[src/rtl/kpad_pkg.sv]
package kpad_pkg;
   // control word bit positions
   localparam int CTL_SINGLE_SCAN = 30;
   localparam int CTL_SCAN_ACT    = 29;
   localparam int CTL_MTX_FLAG    = 22;
   localparam int CTL_MTX_EN      = 12;
   localparam int CTL_MTX_IE      = 11;
   localparam int CTL_DIR_FLAG    = 5;
   // read-clear flag positions
   localparam int ENC_HI_OVF = 31;
   localparam int ENC_HI_UNF = 30;
   localparam int ENC_LO_OVF = 15;
   localparam int ENC_LO_UNF = 14;
   localparam int MTX_PRESS  = 31;
   // fixed word slots ahead of the multi-key words
   localparam int SLOT_CTRL  = 0;
   localparam int SLOT_DIR   = 1;
   localparam int SLOT_ENC   = 2;
   localparam int SLOT_MTX   = 3;
   localparam int SLOT_SCAN  = 4;
   localparam int SLOT_MK0   = 5;
   localparam int FIXED_SLOTS = 6; // five ahead of the group plus debounce
endpackage

[src/rtl/kpad_keymap.sv]
module kpad_keymap #(
   parameter int KEYS  = 128,
   parameter int ROW_W = 3,
   parameter int COL_W = 3,
   localparam int IDX_W = $clog2(KEYS)
) (
   input  logic             clk,
   input  logic             rst_n,
   input  logic             ld_en,
   input  logic [IDX_W-1:0] ld_idx,
   input  logic             ld_ok,
   input  logic [ROW_W-1:0] ld_row,
   input  logic [COL_W-1:0] ld_col,
   input  logic [IDX_W-1:0] lk_idx,
   output logic             lk_ok,
   output logic [ROW_W-1:0] lk_row,
   output logic [COL_W-1:0] lk_col
);
   logic             ok_q  [KEYS];
   logic [ROW_W-1:0] row_q [KEYS];
   logic [COL_W-1:0] col_q [KEYS];

   for (genvar k = 0; k < KEYS; k++) begin : g_ent
      always_ff @(posedge clk or negedge rst_n) begin
         if (!rst_n) begin
            ok_q[k]  <= 1'b0;
            row_q[k] <= '0;
            col_q[k] <= '0;
         end else if (ld_en && (ld_idx == IDX_W'(k))) begin
            ok_q[k]  <= ld_ok;
            row_q[k] <= ld_row;
            col_q[k] <= ld_col;
         end
      end
   end

   assign lk_ok  = ok_q[lk_idx];
   assign lk_row = row_q[lk_idx];
   assign lk_col = col_q[lk_idx];
endmodule

[src/rtl/kpad_event.sv]
module kpad_event
   import kpad_pkg::*;
#(
   parameter int DATA_W = 32,
   parameter int ROWS   = 8,
   parameter int COLS   = 8,
   parameter int ROW_W  = 3,
   parameter int COL_W  = 3,
   localparam int NPAIR = COLS / 2,
   localparam int HALF  = DATA_W / 2
) (
   input  logic              key_valid,
   input  logic              key_up,
   input  logic [DATA_W-1:0] ctrl,
   input  logic              ent_ok,
   input  logic [ROW_W-1:0]  ent_row,
   input  logic [COL_W-1:0]  ent_col,
   output logic              ev_arm,
   output logic              ev_take,
   output logic              ev_rel,
   output logic              ev_irq,
   output logic [NPAIR-1:0]  ev_sel,
   output logic [DATA_W-1:0] ev_mask
);
   logic in_range;
   logic [DATA_W-1:0] one;

   assign in_range = (32'(ent_row) < ROWS) && (32'(ent_col) < COLS);
   assign ev_arm   = key_valid && ctrl[CTL_MTX_EN] &&
                     (ctrl[CTL_SINGLE_SCAN] || ctrl[CTL_SCAN_ACT]);
   assign ev_take  = ev_arm && ent_ok && in_range;
   assign ev_rel   = key_up;
   assign ev_irq   = ev_take && ctrl[CTL_MTX_IE];
   assign one      = DATA_W'(1);

   always_comb begin
      ev_mask = one << (32'(ent_row) + (ent_col[0] ? HALF : 0));
   end

   for (genvar p = 0; p < NPAIR; p++) begin : g_sel
      assign ev_sel[p] = (32'(ent_col >> 1) == p);
   end
endmodule

[src/rtl/kpad_regs.sv]
module kpad_regs
   import kpad_pkg::*;
#(
   parameter int ADDR_W = 8,
   parameter int DATA_W = 32,
   parameter int NPAIR  = 4,
   localparam int NREG  = FIXED_SLOTS + NPAIR,
   localparam int SLOT_W = $clog2(NREG)
) (
   input  logic                    clk,
   input  logic                    rst_n,
   input  logic                    bus_wr,
   input  logic                    bus_rd,
   input  logic [ADDR_W-1:0]       bus_addr,
   input  logic [DATA_W-1:0]       bus_wdata,
   output logic [DATA_W-1:0]       bus_rdata,
   input  logic                    ev_arm,
   input  logic                    ev_take,
   input  logic                    ev_rel,
   input  logic                    ev_irq,
   input  logic [NPAIR-1:0]        ev_sel,
   input  logic [DATA_W-1:0]       ev_mask,
   output logic [DATA_W-1:0]       ctrl_w,
   output logic [NPAIR*DATA_W-1:0] mk_flat,
   output logic                    irq
);
   logic [DATA_W-1:0] rf_q [NREG];
   logic [DATA_W-1:0] rf_d [NREG];
   logic              irq_q, irq_d;
   logic [DATA_W-1:0] rdata_q;
   logic              hit;
   logic [SLOT_W-1:0] slot;
   logic              wr_go, rd_go;

   assign hit   = (bus_addr[2:0] == 3'b000) &&
                  (32'(bus_addr >> 3) < NREG);
   assign slot  = SLOT_W'(bus_addr >> 3);
   assign wr_go = bus_wr && hit;
   assign rd_go = bus_rd && !bus_wr && hit;

   always_comb begin
      for (int i = 0; i < NREG; i++) rf_d[i] = rf_q[i];
      irq_d = irq_q;
      if (wr_go) begin
         rf_d[slot] = bus_wdata;
      end else if (rd_go) begin
         case (32'(slot))
            SLOT_CTRL: begin
               rf_d[SLOT_CTRL][CTL_MTX_FLAG] = 1'b0;
               rf_d[SLOT_CTRL][CTL_DIR_FLAG] = 1'b0;
               irq_d = 1'b0;
            end
            SLOT_ENC: begin
               rf_d[SLOT_ENC][ENC_HI_OVF] = 1'b0;
               rf_d[SLOT_ENC][ENC_HI_UNF] = 1'b0;
               rf_d[SLOT_ENC][ENC_LO_OVF] = 1'b0;
               rf_d[SLOT_ENC][ENC_LO_UNF] = 1'b0;
            end
            SLOT_MTX: rf_d[SLOT_MTX][MTX_PRESS] = 1'b0;
            default: ;
         endcase
      end
      // key event updates are applied last so they win over bus actions
      if (ev_arm) rf_d[SLOT_CTRL][CTL_SINGLE_SCAN] = 1'b0;
      if (ev_irq) begin
         rf_d[SLOT_CTRL][CTL_MTX_FLAG] = 1'b1;
         irq_d = 1'b1;
      end
      for (int p = 0; p < NPAIR; p++) begin
         if (ev_take && ev_sel[p])
            rf_d[SLOT_MK0+p] = ev_rel ? '0 : (rf_d[SLOT_MK0+p] | ev_mask);
      end
   end

   always_ff @(posedge clk or negedge rst_n) begin
      if (!rst_n) begin
         for (int i = 0; i < NREG; i++) rf_q[i] <= '0;
         irq_q   <= 1'b0;
         rdata_q <= '0;
      end else begin
         for (int i = 0; i < NREG; i++) rf_q[i] <= rf_d[i];
         irq_q <= irq_d;
         if (bus_rd && !bus_wr)
            rdata_q <= hit ? rf_q[slot] : '0;
      end
   end

   for (genvar p = 0; p < NPAIR; p++) begin : g_flat
      assign mk_flat[p*DATA_W +: DATA_W] = rf_q[SLOT_MK0+p];
   end

   assign ctrl_w    = rf_q[SLOT_CTRL];
   assign bus_rdata = rdata_q;
   assign irq       = irq_q;
endmodule

[src/rtl/kpad_scan_regs.sv]
module kpad_scan_regs #(
   parameter int ADDR_W = 8,
   parameter int DATA_W = 32,
   parameter int CODE_W = 8,
   parameter int ROWS   = 8,
   parameter int COLS   = 8,
   localparam int ROW_W = $clog2(ROWS),
   localparam int COL_W = $clog2(COLS),
   localparam int KEYS  = 2 ** (CODE_W - 1),
   localparam int NPAIR = COLS / 2
) (
   input  logic              clk,
   input  logic              rst_n,
   input  logic              bus_wr,
   input  logic              bus_rd,
   input  logic [ADDR_W-1:0] bus_addr,
   input  logic [DATA_W-1:0] bus_wdata,
   output logic [DATA_W-1:0] bus_rdata,
   input  logic              key_valid,
   input  logic [CODE_W-1:0] key_code,
   input  logic              map_wr,
   input  logic [CODE_W-2:0] map_idx,
   input  logic              map_ok,
   input  logic [ROW_W-1:0]  map_row,
   input  logic [COL_W-1:0]  map_col,
   output logic              kp_irq
);
   if (DATA_W != 32) begin : g_bad_data
      $error("DATA_W must be 32");
   end
   if ((COLS % 2) != 0 || COLS < 2) begin : g_bad_cols
      $error("COLS must be even and at least 2");
   end
   if (ROWS > DATA_W / 2 || ROWS < 2) begin : g_bad_rows
      $error("ROWS must fit in half a word");
   end
   if (((kpad_pkg::FIXED_SLOTS + NPAIR) * 8) > 2 ** ADDR_W) begin : g_bad_addr
      $error("ADDR_W too small for the register map");
   end

   logic              ent_ok;
   logic [ROW_W-1:0]  ent_row;
   logic [COL_W-1:0]  ent_col;
   logic              ev_arm, ev_take, ev_rel, ev_irq;
   logic [NPAIR-1:0]  ev_sel;
   logic [DATA_W-1:0] ev_mask;
   logic [DATA_W-1:0] ctrl_w;
   logic [NPAIR*DATA_W-1:0] mk_flat;

   kpad_keymap #(.KEYS(KEYS), .ROW_W(ROW_W), .COL_W(COL_W)) u_map (
      .clk(clk), .rst_n(rst_n),
      .ld_en(map_wr), .ld_idx(map_idx), .ld_ok(map_ok),
      .ld_row(map_row), .ld_col(map_col),
      .lk_idx(key_code[CODE_W-2:0]),
      .lk_ok(ent_ok), .lk_row(ent_row), .lk_col(ent_col)
   );

   kpad_event #(.DATA_W(DATA_W), .ROWS(ROWS), .COLS(COLS),
                .ROW_W(ROW_W), .COL_W(COL_W)) u_evt (
      .key_valid(key_valid), .key_up(key_code[CODE_W-1]), .ctrl(ctrl_w),
      .ent_ok(ent_ok), .ent_row(ent_row), .ent_col(ent_col),
      .ev_arm(ev_arm), .ev_take(ev_take), .ev_rel(ev_rel), .ev_irq(ev_irq),
      .ev_sel(ev_sel), .ev_mask(ev_mask)
   );

   kpad_regs #(.ADDR_W(ADDR_W), .DATA_W(DATA_W), .NPAIR(NPAIR)) u_regs (
      .clk(clk), .rst_n(rst_n),
      .bus_wr(bus_wr), .bus_rd(bus_rd), .bus_addr(bus_addr),
      .bus_wdata(bus_wdata), .bus_rdata(bus_rdata),
      .ev_arm(ev_arm), .ev_take(ev_take), .ev_rel(ev_rel), .ev_irq(ev_irq),
      .ev_sel(ev_sel), .ev_mask(ev_mask),
      .ctrl_w(ctrl_w), .mk_flat(mk_flat), .irq(kp_irq)
   );
endmodule

[config.mk]
export PLATFORM = sky130hd
export DESIGN_NAME = kpad_scan_regs
export DESIGN_NICKNAME = d
export VERILOG_FILES = /design/src/rtl/kpad_pkg.sv /design/src/rtl/kpad_keymap.sv /design/src/rtl/kpad_event.sv /design/src/rtl/kpad_regs.sv /design/src/rtl/kpad_scan_regs.sv
export SDC_FILE = /design/constraint.sdc
export NUM_CORES = 2
export LEC_CHECK = 0
export BUFFER_PORTS_ARGS = -buffer_cell sky130_fd_sc_hd__buf_4
export CAP_MARGIN = 5
export CORE_MARGIN = 4
export CORE_UTILIZATION = 35
export DETAILED_ROUTE_END_ITERATION = 12
export PLACE_DENSITY = 0.49
export SYNTH_ARGS = -nofsm -noshare
export SYNTH_HDL_FRONTEND = slang
export SYNTH_SLANG_ARGS = --single-unit
[constraint.sdc]
create_clock -name clk -period 2.8 [get_ports clk]
set_input_delay 0.42 -clock clk [delete_from_list [all_inputs] [get_ports clk]]
set_output_delay 0.42 -clock clk [all_outputs]
set_load 0.01 [all_outputs]
==> impl_metrics.yaml <==
run_status:
  status: "complete, but fails checks"
  violations: "setup timing"
synth:
  syn_inst: 4266
  post_synth.cell_area_avg_um2: 13.8
  synth-seq-area-share: 0.532
  yosysWarnings: 0
  syn_area_um2: 58800
  synth_seq_cells: 1249
  synth-main-ff-cell: "dfrtp_1"
  syn_nets: 4334
  synth-edff-count: 0
  yosysUniqueCellTypes: 66
  synthArstFlopShare: 1.00
job:
  maxCapViolations: 0
sta:
  fin_setup_tns_ns: -14.79
  fin_crit_ns: 2.98
  maxSlewHeadroom: 0.396
  fmax_ghz: 0.336
  drv_slew: 0
  finalCritPeriodShare: 1.06
  final_hold_viol_count: 0
  fin_ws_ns: -0.175
  fin_worst_skew_ns: 0.0265
  setup_viol: 130
  tightestPinTransition_ns: 0.906
  rsz0062_at_grt: "true"
cts:
  clk_latency_ns: 0.79
  clock_sinks: 1249
  htreeDepth: 4
  clkSlewWorstSetupHoldPaths_ns: 0.06
  clockBufferDepth: 3
  numCtsBuffers: 144
  clockRootBuffer: "clkbuf_16"
  tritoncts: "done"
floorplanning:
  core-area_um2: 167000
  die_x_um: 418
  start_util: 0.352
  die_h_um: 418
  num_rows: 150
  die-area_um2: 175000
  io_pins: 101
place:
  post-place-ws_ns: -1.02
  dp_hpwl_mm: 132
  numPortBuffers: 100
  gp_congestion: 0.901
final_layout:
  final_cell_mix: "dfrtp_1 (1249), mux2_2 (1092), buf_4 (567)"
  layout-drive-gt1-share: 0.472
  final_common_cell: "dfrtp_1"
  nets: 4813
  fillers: 15500
  area_growth_pct: 21.9
global_routing:
  grt_max_degree: 145
  overflow: 0
  first_global_vias: 40000
  grt_usage: 0.218
  grt_antenna_before_repair: 5
  grt_pass1_wl_mm: 283
critical_path:
  critPathArrivalTime_ns: 3.64
  critPathLaunchType: "primary input"
  cp_max_fo: 18
  cp-end-kind: "register"
  critPathMaxStageDelay_ns: 0.42
  required_ns: 3.46
  r2r_start: "u_map.ok_q[111]$_DFFE_PN0P_"
  cpMaxStageDelayCell: "and4_2"
  r2r_end: "u_regs.mk_flat[59]$_DFF_PN0_"
  rrSetupSlack_ns: -0.14
  critPathKind: "primary input to register"
  crit_path_frequent_cell: "buf_4"
  critical_path.cell_chain: "buf_4 -> buf_12 -> buf_4 -> or3b_1 -> buf_4 -> buf_4 -> o22ai_1 -> nor2_1 -> nand3_1 -> and4_2 -> and3_1 -> buf_4 -> nand3_4 -> clkbuf_16 -> a21boi_2"
  rr_worst_depth: 9
power:
  power_density_nw_per_um2: 609
  finalPower_uw: 43700
  p_leak_uw: 0.0338
  ir_drop_uv: 642
worst_hold_path:
  min_to: "u_map.ok_q[84]$_DFFE_PN0P_"
  hold_path_depth: 2
  hold_path.class: "primary input to register"
  worstHoldStart: "map_ok"
drt:
  via_count: 38300
  wl_per_cell_um: 27.0
  drc: 0
  viasPerCell: 5.43
  drt_iter0_markers: 2687
  routed_wl_mm: 191
  drtAntennaViolNets: 0
  first_pass_iters: 5
worst max-delay path by stage:
stage	from	to	slack (ns)
after floorplan	key_code[2]	u_regs.irq$_DFFE_PN0P_	-0.20
after global placement	key_code[2]	u_regs.mk_flat[119]$_DFF_PN0_	-0.99
after detailed placement	key_code[2]	u_regs.mk_flat[119]$_DFF_PN0_	-1.02
after CTS	u_map.ok_q[98]$_DFFE_PN0P_	u_regs.irq$_DFFE_PN0P_	-0.13
after global routing	u_map.ok_q[98]$_DFFE_PN0P_	u_regs.mk_flat[4]$_DFF_PN0_	-0.19
final	key_code[4]	u_regs.mk_flat[115]$_DFF_PN0_	-0.18
worst max-delay path: cells and delay by family:
family / cells / cell delay, ns
buf+inv: 7 / 1.27
simple gates: 6 / 1.52
compound gates: 2 / 0.41
synthesized netlist by cell type, drive strengths merged, types with 3 or more instances:
cell type	instances	share of area
nor2	110	0.0071
a21oi	26	0.0024
or3b	3	0.00045
nand4	89	0.0095
and2	11	0.0012
a221oi	32	0.0048
a211oi	17	0.0023
mux2	1092	0.21
and4	3	0.00049
nor4b	6	0.0019
nand2	255	0.016
nor4bb	4	0.00068
or4	6	0.00083
a22oi	116	0.015
clkbuf	186	0.012
nor4	24	0.0080
o21ai	35	0.0030
and4bb	3	0.00064
a22o	40	0.0060
nor2b	9	0.00096
and3b	4	0.00060
nand2b	7	0.00074
a21boi	129	0.016
o211ai	5	0.00064
mux2i	358	0.061
buf	182	0.018
mux4	144	0.055
or2	3	0.00032
nor3	13	0.0012
nand3b	8	0.0010
and3	5	0.00053
inv	3	0.00019
a31oi	5	0.00053
nand3	43	0.0042
o22ai	23	0.0024
and4b	5	0.00085
dfrtp	1249	0.53
final cells by class:
cell class	count	area (um^2)	area share
diodes	1	2.50	0.0000349
clock buffers	213	4280	0.0597
clock inverters	34	393	0.00548
flip-flops and latches	1249	31300	0.436
repair buffers	701	6550	0.0914
well taps	2204	2760	0.0385
multi-input cells	2645	26400	0.369
inverters	4	15.0	0.000209
through the flow:
step,area (um^2),utilization,cells,hold slack [ns]
6_report,71700,0.429,7051,0.0916
5_1_grt,71700,0.429,7051,0.0633
4_1_cts,71300,0.427,7046,0.0300
3_5_place_dp,65900,0.395,6756,0.321
3_3_place_gp,65900,0.395,6756,0.321
2_1_floorplan,59000,-,4266,0.124
cell families after synthesis:
| family | Yosys count | share of synthesized area |
|---|---|---|
| AO/OA/AOI/OAI | 434 | 0.0544 |
| buffers and inverters | 372 | 0.0304 |
| flip-flops | 1249 | 0.532 |
| multiplexers | 1594 | 0.326 |
| AND/OR/NAND/NOR | 617 | 0.0581 |
power by group:
| group | switching, uW | internal (uW) |
|---|---|---|
| Sequential | 612 | 19300 |
| Combinational | 2690 | 2310 |
| Clock | 7760 | 11000 |
routing by layer:
layer  track usage  share of wire  up-vias
met5             0              0        -
met4        0.0567          0.023        0
met3        0.0323          0.038      247
met2         0.360           0.48      785
met1         0.301           0.45    20500
li1              -              -    16800
state kept, by name (all words and copies together) (netlist names):
name              count
u_regs.ctrl_w        32
u_regs.bus_rdata     32
u_map.row_q         384
u_regs.rf_q         160
u_regs.irq            1
u_regs.mk_flat      128
u_map.ok_q          128
u_map.col_q         384
timing repair:
item | 4_1_cts | 5_1_grt
endpoints found under the hold margin | 580 | 0
hold buffers | 34 | 0
setup buffers | 6 | 2
pin swaps | 6 | 0
gates cloned | 3 | 3
endpoints found under the setup margin | 130 | 130
resized for setup | 41 | 89
No activity file was read; power rests on OpenSTA's default activity.
